[config.mk]
export PLATFORM = sky130hd
export DESIGN_NAME = alu_status_unit
export DESIGN_NICKNAME = d
export VERILOG_FILES = /design/src/rtl/alu_pkg.sv /design/src/rtl/alu_addsub.sv /design/src/rtl/alu_logic.sv /design/src/rtl/alu_sr_reg.sv /design/src/rtl/alu_status_unit.sv
export SDC_FILE = /design/constraint.sdc
export NUM_CORES = 1
export LEC_CHECK = 0
export ABC_AREA = 1
export CORE_MARGIN = 3
export CORE_UTILIZATION = 51
export CTS_CLUSTER_SIZE = 20
export DETAILED_ROUTE_END_ITERATION = 12
export HOLD_SLACK_MARGIN = 0.05
export PLACE_DENSITY = 0.82
export SYNTH_ARGS = -nofsm -noshare
export SYNTH_HDL_FRONTEND = slang
export SYNTH_SLANG_ARGS = --single-unit
[constraint.sdc]
create_clock -name clk -period 7 [get_ports clk]
set_clock_uncertainty 0.05 [all_clocks]
set_input_delay 2.1 -clock clk [delete_from_list [all_inputs] [get_ports clk]]
set_output_delay 2.1 -clock clk [all_outputs]
set_load 0.005 [all_outputs]
[src/rtl/alu_pkg.sv]
package alu_pkg;
  localparam int DW  = 16;
  localparam int OPW = 4;
  localparam int SRW = 7;

  localparam int SR_C      = 0;
  localparam int SR_Z      = 1;
  localparam int SR_N      = 2;
  localparam int SR_V      = 3;
  localparam int SR_GIE    = 4;
  localparam int SR_CPUOFF = 5;
  localparam int SR_OSCOFF = 6;

  typedef enum logic [OPW-1:0] {
    OP_MOV   = 4'd0,
    OP_ADD   = 4'd1,
    OP_ADDC  = 4'd2,
    OP_SUB   = 4'd3,
    OP_SUBC  = 4'd4,
    OP_CMP   = 4'd5,
    OP_AND   = 4'd6,
    OP_OR    = 4'd7,
    OP_XOR   = 4'd8,
    OP_BRADD = 4'd9
  } alu_op_e;

  typedef enum logic [1:0] {
    LG_AND = 2'd0,
    LG_OR  = 2'd1,
    LG_XOR = 2'd2
  } logic_sel_e;

  typedef struct packed {
    logic v;
    logic n;
    logic z;
    logic c;
  } flags_t;
endpackage

[src/rtl/alu_addsub.sv]
module alu_addsub #(
  parameter int DW = 16
) (
  input  logic [DW-1:0] a_i,
  input  logic [DW-1:0] b_i,
  input  logic          sub_i,
  input  logic          cin_i,
  output logic [DW-1:0] sum_o,
  output logic          cout_o,
  output logic          ovf_o
);
  logic [DW-1:0] b_eff;
  logic [DW:0]   total;

  always_comb begin
    b_eff  = sub_i ? ~b_i : b_i;
    total  = {1'b0, a_i} + {1'b0, b_eff} + {{DW{1'b0}}, cin_i};
    sum_o  = total[DW-1:0];
    cout_o = total[DW];
    ovf_o  = (a_i[DW-1] == b_eff[DW-1]) && (total[DW-1] != a_i[DW-1]);
  end
endmodule

[src/rtl/alu_logic.sv]
module alu_logic
  import alu_pkg::*;
#(
  parameter int DW = 16
) (
  input  logic [DW-1:0] a_i,
  input  logic [DW-1:0] b_i,
  input  logic_sel_e    sel_i,
  output logic [DW-1:0] res_o
);
  for (genvar i = 0; i < DW; i++) begin : g_bit
    always_comb begin
      case (sel_i)
        LG_AND:  res_o[i] = a_i[i] & b_i[i];
        LG_OR:   res_o[i] = a_i[i] | b_i[i];
        LG_XOR:  res_o[i] = a_i[i] ^ b_i[i];
        default: res_o[i] = 1'b0;
      endcase
    end
  end
endmodule

[src/rtl/alu_sr_reg.sv]
module alu_sr_reg
  import alu_pkg::*;
#(
  parameter int SRW = 7
) (
  input  logic           clk,
  input  logic           rst_n,
  input  logic           sr_we_i,
  input  logic [SRW-1:0] sr_wdata_i,
  input  logic           flag_we_i,
  input  flags_t         flags_i,
  output logic [SRW-1:0] sr_q_o
);
  logic [SRW-1:0] sr_d;
  logic [SRW-1:0] sr_q;
  logic           sr_en;

  always_comb begin
    sr_d  = sr_q;
    sr_en = sr_we_i | flag_we_i;
    if (sr_we_i) begin
      sr_d = sr_wdata_i;
    end else if (flag_we_i) begin
      sr_d[SR_C] = flags_i.c;
      sr_d[SR_Z] = flags_i.z;
      sr_d[SR_N] = flags_i.n;
      sr_d[SR_V] = flags_i.v;
    end
  end

  always_ff @(posedge clk or negedge rst_n) begin
    if (!rst_n) begin
      sr_q <= '0;
    end else if (sr_en) begin
      sr_q <= sr_d;
    end
  end

  assign sr_q_o = sr_q;
endmodule

[src/rtl/alu_status_unit.sv]
module alu_status_unit
  import alu_pkg::*;
#(
  parameter int DW  = alu_pkg::DW,
  parameter int OPW = alu_pkg::OPW,
  parameter int SRW = alu_pkg::SRW
) (
  input  logic           clk,
  input  logic           rst_n,
  input  logic           exec_i,
  input  logic [OPW-1:0] op_i,
  input  logic [DW-1:0]  a_i,
  input  logic [DW-1:0]  b_i,
  input  logic           sr_we_i,
  input  logic [SRW-1:0] sr_wdata_i,
  output logic [DW-1:0]  result_o,
  output logic           res_we_o,
  output logic           c_o,
  output logic           z_o,
  output logic           n_o,
  output logic           v_o,
  output logic           gie_o,
  output logic           cpu_off_o,
  output logic           osc_off_o,
  output logic [SRW-1:0] sr_o
);
  localparam int MSB = DW - 1;

  logic [SRW-1:0] sr_q;
  logic           sub_sel;
  logic           cin_sel;
  logic           is_logic;
  logic           op_flags;
  logic           op_wr;
  logic_sel_e     lsel;
  logic [DW-1:0]  as_sum;
  logic           as_cout;
  logic           as_ovf;
  logic [DW-1:0]  lg_res;
  logic [DW-1:0]  res_mux;
  flags_t         flags_new;

  always_comb begin
    sub_sel  = 1'b0;
    cin_sel  = 1'b0;
    is_logic = 1'b0;
    op_flags = 1'b0;
    op_wr    = 1'b0;
    lsel     = LG_AND;
    res_mux  = '0;
    case (op_i)
      OP_MOV:   begin op_wr = 1'b1; res_mux = b_i; end
      OP_ADD:   begin op_wr = 1'b1; op_flags = 1'b1; res_mux = as_sum; end
      OP_ADDC:  begin op_wr = 1'b1; op_flags = 1'b1; cin_sel = sr_q[SR_C]; res_mux = as_sum; end
      OP_SUB:   begin op_wr = 1'b1; op_flags = 1'b1; sub_sel = 1'b1; cin_sel = 1'b1; res_mux = as_sum; end
      OP_SUBC:  begin op_wr = 1'b1; op_flags = 1'b1; sub_sel = 1'b1; cin_sel = sr_q[SR_C]; res_mux = as_sum; end
      OP_CMP:   begin op_flags = 1'b1; sub_sel = 1'b1; cin_sel = 1'b1; res_mux = as_sum; end
      OP_AND:   begin op_wr = 1'b1; op_flags = 1'b1; is_logic = 1'b1; lsel = LG_AND; res_mux = lg_res; end
      OP_OR:    begin op_wr = 1'b1; op_flags = 1'b1; is_logic = 1'b1; lsel = LG_OR;  res_mux = lg_res; end
      OP_XOR:   begin op_wr = 1'b1; op_flags = 1'b1; is_logic = 1'b1; lsel = LG_XOR; res_mux = lg_res; end
      OP_BRADD: begin op_wr = 1'b1; res_mux = as_sum; end
      default:  begin res_mux = '0; end
    endcase
  end

  alu_addsub #(.DW(DW)) addsub_i (
    .a_i    (a_i),
    .b_i    (b_i),
    .sub_i  (sub_sel),
    .cin_i  (cin_sel),
    .sum_o  (as_sum),
    .cout_o (as_cout),
    .ovf_o  (as_ovf)
  );

  alu_logic #(.DW(DW)) logic_i (
    .a_i   (a_i),
    .b_i   (b_i),
    .sel_i (lsel),
    .res_o (lg_res)
  );

  always_comb begin
    flags_new.z = (res_mux == '0);
    flags_new.n = res_mux[MSB];
    flags_new.c = is_logic ? 1'b0 : as_cout;
    flags_new.v = is_logic ? 1'b0 : as_ovf;
  end

  alu_sr_reg #(.SRW(SRW)) sr_i (
    .clk        (clk),
    .rst_n      (rst_n),
    .sr_we_i    (sr_we_i),
    .sr_wdata_i (sr_wdata_i),
    .flag_we_i  (exec_i & op_flags),
    .flags_i    (flags_new),
    .sr_q_o     (sr_q)
  );

  assign result_o  = res_mux;
  assign res_we_o  = exec_i & op_wr;
  assign c_o       = sr_q[SR_C];
  assign z_o       = sr_q[SR_Z];
  assign n_o       = sr_q[SR_N];
  assign v_o       = sr_q[SR_V];
  assign gie_o     = sr_q[SR_GIE];
  assign cpu_off_o = sr_q[SR_CPUOFF];
  assign osc_off_o = sr_q[SR_OSCOFF];
  assign sr_o      = sr_q;
endmodule

==> impl_metrics.yaml, run 1 <==
sta:
  clock.fmax_mhz: 145
  fin_crit_ns: 6.89
  fin_crit_sh_pct: 98.4
  slew_headroom_pct: 66.4
  maxSlewViolCount: 0
  tightest_slew_ns: 0.504
  setup_viol: 0
  hold_slack_ns: 0.438
  hold_viol: 0
  layout_setup_ws_ns: 0.109
power_and_ir_drop:
  ir_drop_v: 0.000102
  power.switching_uw: 223
  combPwrFrac_pct: 78.8
  p_clk_share_pct: 11.6
  power.density_nw_per_um2: 115
  fin_total_pwr_uw: 498
  sw_frac_of_total_pct: 44.9
  p_seq_share_pct: 9.7
  internal_power_uw: 274
  leakagePower_nw: 2.46
synth:
  synth_area_per_cell_um2: 5.71
  synth_nets: 615
  synth.area.top_cells: "ha_1 (20%), nand2_1 (19%), inv_1 (13%), nand3_1 (8.1%), dfrtp_1 (5.9%)"
  yosys_register_bits: 7
  synthCells: 519
  yosys.area.top_type: "ha_1"
  ys.flop_type: "dfrtp_1"
  synthArstFlopShare_pct: 100
  yosys_warnings: 0
  synth_area_um2: 2970
  synth_seq_area_share_pct: 5.91
  yosysTopAreaCellShare_pct: 19.8
  synthTopCellsByCount: "nand2_1 (148), inv_1 (101), nand3_1 (48)"
  synth_edf_count: 0
  ys_types: 37
  synth.most_common_cell: "nand2_1"
global_route:
  antenna_found_initial: 0
  overflow: 0
  grt_pass1_wl_mm: 15.2
  grt_pass1_vias: 3501
  grt_use_total_pct: 28.2
  grt_max_degree: 18
cts:
  htreeDepth: 1
  cts-hold-fix-buffers: 0
  clock_path_buffers: 2
  cts_root_buf: "clkbuf_8"
  clkSinkCount: 7
  cts_tree: "built"
  path_clk_slew_ns: 0.04
  cts_buffers: 3
  clk_latency_ns: 0.23
setup_path:
  crit_slowest_cell: "clkdlybuf4s50_1"
  endpoint_kind: "output pin"
  crit_chain: "clkbuf_2 -> inv_2 -> buf_4 -> nand2_1 -> nor2_4 -> a31oi_1 -> o21ai_2 -> fa_2 -> inv_1 -> fa_1 -> inv_1 -> buf_4 -> or2_2 -> nand3_2 -> nand2_1 -> nor2_2 -> inv_1 -> clkdlybuf4s50_1"
  reg2reg_depth: 21
  worst_setup_path_start_kind: "input port"
  critPathArrivalTime_ns: 4.74
  crit_buf_inv: 8
  cpMostUsedCell: "inv_1"
  path_class: "input port to output pin"
  ff2ff_setup_slack_ns: 4.18
  r2r-end: "sr_i.sr_q_o[1]"
  path_max_fanout: 4
  crit_family: "buffers and inverters"
  rr_startpoint: "sr_i.sr_q_o[0]"
  cp_slowest_stage_delay_ns: 0.45
  cp.required_ns: 4.85
finish:
  num_antenna_cells: 0
  area_growth_pct: 46.0
  fin_util_pct: 77.7
  largest_reg_flops: 7
  n_fill_cell: 461
  drive_gt1_share_pct: 18.9
  final_nets: 738
die:
  die_h_um: 82.3
  core-area_um2: 5570
  start_util_pct: 53.2
  pin_count: 78
  std_cell_rows: 27
  die_area_um2: 6770
  die_x_um: 82.3
route:
  firstDrtPassIters: 4
  num_vias: 3639
  vias_per_cell: 5.10
  wl_per_cell_um: 13.3
  antenna_left: 0
  drc: 0
  totalWireLength_mm: 9.49
  first_iter_violations: 184
placement:
  io_buffers: 77
  place_ws_ns: -0.525
  hpwl_mm: 7.56
  place_congestion: 0.945
run_status:
  status: "complete, no violations"
worst_hold_path:
  min_to: "sr_i.sr_q_o[4]"
  min_from: "sr_i.sr_q_o[4]"
  holdPathStages: 2
  worstHoldPathType: "flip-flop to flip-flop"
run:
  maxCapViolCount: 0
-- how the worst max path moves through the flow --
stage,startpoint,end,cells after the start
CTS,op_i[3],result_o[11],17
floorplan,op_i[3],result_o[14],17
finish,op_i[1],result_o[2],18
detailed placement,op_i[2],result_o[14],19
global placement,op_i[2],result_o[14],19
global route,op_i[1],result_o[10],20
-- tightest hold or removal path, cell delays in order (launching register included) --
cell and delay [ns]:
dfrtp_1 0.35, nand2_1 0.06, nand2_1 0.05
-- layout make-up --
type,count,area (µm²),area share [%]
sequential,7,175,4.05
timing repair buffer,133,1180,27.3
tap,72,90.1,2.08
inverter,106,400,9.25
clock buffer,4,45.0,1.04
multi-input combinational,391,2440,56.3
-- stage by stage --
stage               cell area [µm²]  TNS [ns]  instances
floorplan                      2970         0        519
global placement               4110     -3.93        706
detailed placement             4110     -5.09        706
CTS                            4230         0        711
global route                   4330   -0.0323        713
finish                         4330         0        713
-- what timing repair did --
item / CTS / global route
resized for setup: 31 / 30
setup buffers: 1 / 2
endpoints found under the setup margin: 15 / 13
pin swaps: 9 / 10
-- power by group through the flow --
| stage | Clock [mW] | Combinational (mW) | Sequential [mW] |
|---|---|---|---|
| floorplan | 0 | 0.196 | 0.0486 |
| global placement | 0 | 0.363 | 0.0484 |
| detailed placement | 0 | 0.370 | 0.0486 |
| CTS | 0.0577 | 0.376 | 0.0481 |
| global route | 0.0592 | 0.436 | 0.0485 |
| finish | 0.0575 | 0.392 | 0.0481 |
-- cell families (layout without fill, tap and decap cells) --
group	count (synthesis)	in the layout	synth area share [%]
fa+ha+maj	49	49	21.2
flops	7	7	5.91
compound gates	52	52	9.66
xor+xnor	17	17	5.02
buf+inv	121	243	17.2
simple gates	273	273	41.0
-- metal layers --
layer  track usage, %  up-vias  part of all wire, %
met5                0        -                    0
met4             7.64        0                  2.2
met3             1.63       19                  5.7
met2             53.4      110                   50
met1             34.0     1662                   42
li1                 -     1848                    -
-- cells in the final DEF (no fill, tap or decap), drive strengths merged, types with 2 or more instances in the layout --
cell type      count
nand3             49
nand2            158
nor2              48
nor3               2
dlygate4sd2        7
o211ai             3
dlymetal6s2s       2
or2                6
a21oi             28
dfrtp              7
fa                 2
buf               56
nand4              3
clkdlybuf4s50     64
xor2              17
ha                47
a31oi              2
nand3b             5
o21ai             13
inv              106
clkbuf             8
Power figures use the tool's default switching activity.
==> run 2, diff against run 1 <==
--- a/config.mk
+++ b/config.mk
@@ -7,11 +7,12 @@
 export LEC_CHECK = 0
 export ABC_AREA = 1
 export CORE_MARGIN = 3
-export CORE_UTILIZATION = 51
+export CORE_UTILIZATION = 52
+export CTS_BUF_LIST = sky130_fd_sc_hd__clkbuf_8
 export CTS_CLUSTER_SIZE = 20
 export DETAILED_ROUTE_END_ITERATION = 12
 export HOLD_SLACK_MARGIN = 0.05
-export PLACE_DENSITY = 0.82
+export PLACE_DENSITY = 0.84
 export SYNTH_ARGS = -nofsm -noshare
 export SYNTH_HDL_FRONTEND = slang
 export SYNTH_SLANG_ARGS = --single-unit
==> run 2 against run 1 <==
Against the previous run:
- sequential share of layout area decreased by 0.061 points
- final cell count increased by 1.3%
- flip-flop and latch count unchanged
- die area decreased by 1.8%
- combinational power increased by 4%
- wire length increased by 6.8%
- final area increased by 1.5%
- non-clock buffer count increased by 11
- power increased by 3.0%
- utilization increased by 5.2 points
- critical path type unchanged
- critical endpoint is now result_o[6]
==> impl_metrics.yaml, run 2 (synthesis results as in run 1) <==
run_status:
  status: "complete, no violations"
cts:
  cts_buffers: 3
  cts_tree: "built"
  clk_latency_ns: 0.23
  path_clk_slew_ns: 0.04
  clkSinkCount: 7
  htreeDepth: 1
  cts_root_buf: "clkbuf_8"
  clock_path_buffers: 2
sta:
  clock.fmax_mhz: 147
  tightest_slew_ns: 0.533
  fin_crit_sh_pct: 97.5
  maxSlewViolCount: 0
  hold_viol: 0
  setup_viol: 0
  final.setup.tns_ns: 0
  slew_headroom_pct: 64.4
  fin_crit_ns: 6.83
global_route:
  grt_use_total_pct: 30.7
  overflow: 0
  grt_pass1_wl_mm: 16.2
  antenna_found_initial: 0
  grt_pass1_vias: 3687
  grt_max_degree: 18
route:
  num_vias: 3742
  firstDrtPassIters: 6
  antenna_left: 0
  first_iter_violations: 206
  drc: 0
  totalWireLength_mm: 10.1
  wl_per_cell_um: 14.0
  vias_per_cell: 5.18
finish:
  layout_common_cells: "nand2_1 (136), inv_1 (100), buf_4 (65)"
  final_cells: 722
  n_fill_cell: 378
  drive_gt1_share_pct: 21.6
  num_antenna_cells: 0
  final_common_cell: "nand2_1"
  area_growth_pct: 48.3
  largest_reg_flops: 7
  final_nets: 749
power_and_ir_drop:
  p_seq_share_pct: 9.5
  combPwrFrac_pct: 79.3
  power.density_nw_per_um2: 117
  ir_drop_v: 0.000106
  fin_total_pwr_uw: 512
  internal_power_uw: 283
  p_clk_share_pct: 11.2
  leakagePower_nw: 2.55
  power.switching_uw: 229
  sw_frac_of_total_pct: 44.8
placement:
  io_buffers: 77
  hpwl_mm: 7.79
  dp_cells: 712
  place_congestion: 0.896
setup_path:
  endpoint_kind: "output pin"
  critPathArrivalTime_ns: 4.68
  path_max_fanout: 3
  ff2ff_setup_slack_ns: 4.15
  worst_setup_path_start_kind: "input port"
  cp.required_ns: 4.85
  path_class: "input port to output pin"
die:
  std_cell_rows: 26
  core-area_um2: 5300
  start_util_pct: 55.9
  die_x_um: 81.5
  die_h_um: 81.5
  die_area_um2: 6640
  pin_count: 78
worst_hold_path:
  worstHoldPathType: "flip-flop to flip-flop"
run:
  maxCapViolCount: 0
run 2: cell types whose count changed in the layout (fill, tap and decap cells not counted), moves of 2 or more:
cell,previous run,this run
buf_4,54,65
a21oi_2,3,8
a21oi_1,24,20
dlymetal6s2s_1,2,6
nand2_2,16,20
dlygate4sd2_1,7,4
nand2_1,139,136
buf_2,0,2
clkbuf_2,4,2
inv_2,4,6
nor2_2,9,11
nor2_4,6,4
run 2: layer usage:
layer	up-vias	track usage [%]	share of wire [%]
li1	1870	-	-
met1	1725	34.6	41
met2	122	56.9	50
met3	25	3.40	6.2
met4	0	14.2	2.5
met5	-	0	0
run 2: worst max-delay path, stage by stage:
cell and delay, ns:
clkbuf_2 0.11, inv_2 0.07, nand2_2 0.07, buf_4 0.15, nor2_2 0.13, a31oi_2 0.06, o21ai_2 0.16, fa_2 0.24
inv_1 0.05, fa_2 0.33, inv_2 0.07, nand2_2 0.06, nand2_2 0.08, nand3_2 0.09, nand3_1 0.08, nand2_1 0.06
nor2_2 0.15, nor2_4 0.06, inv_1 0.05, clkdlybuf4s50_1 0.49
run 2: timing repair:
item,in CTS,in global routing
buffers inserted,1,5
hold buffers,0,0
pin swaps,13,12
setup endpoints to repair,15,12
gates resized for setup,37,29
run 2: power by group through the flow:
| stage | logic (mW) | clock network, mW | registers, mW |
|---|---|---|---|
| CTS | 0.389 | 0.0578 | 0.0483 |
| global placement | 0.369 | 0 | 0.0483 |
| finish | 0.406 | 0.0575 | 0.0485 |
| floorplan | 0.196 | 0 | 0.0486 |
| global route | 0.450 | 0.0606 | 0.0489 |
| detailed placement | 0.379 | 0 | 0.0485 |
run 2: final cells by class:
class                      instances  area (µm²)  area share [%]
tap                               70        87.6            1.99
clock inverter                     1        3.75          0.0854
timing repair buffer             144        1270            29.0
multi-input combinational        391        2410            54.9
sequential                         7         175            3.98
clock buffer                       3        41.3           0.939
inverter                         106         400            9.11
run 2: worst paths after layout:
kind | from | cells after the start | end
max | op_i[3] | 20 | result_o[6]
min | sr_i.sr_q_o[6] | 2 | sr_i.sr_q_o[6]
max reg2reg | sr_i.sr_q_o[0] | 18 | sr_i.sr_q_o[1]
min reg2reg | sr_i.sr_q_o[6] | 2 | sr_i.sr_q_o[6]
max in group asynchronous | rst_n | 1 | sr_i.sr_q_o[2]
min in group asynchronous | rst_n | 1 | sr_i.sr_q_o[1]
run 2: stage by stage:
stage	util [%]	hold slack (ns)	setup slack, ns	area [µm²]
global route	82.9	0.516	-0.00842	4400
global placement	78.7	0.428	-0.395	4170
finish	82.9	0.481	0.175	4400
CTS	81.0	0.480	-0.0870	4300
floorplan	-	0.438	0.598	2970
detailed placement	78.7	0.436	-0.485	4170
==> run 3, diff against run 2 <==
--- a/config.mk
+++ b/config.mk
@@ -9,7 +9,6 @@
 export CORE_MARGIN = 3
 export CORE_UTILIZATION = 52
 export CTS_BUF_LIST = sky130_fd_sc_hd__clkbuf_8
-export CTS_CLUSTER_SIZE = 20
 export DETAILED_ROUTE_END_ITERATION = 12
 export HOLD_SLACK_MARGIN = 0.05
 export PLACE_DENSITY = 0.84
==> results of run 3 <==
The final DEF is identical to that of run 2; final timing and power are the same.
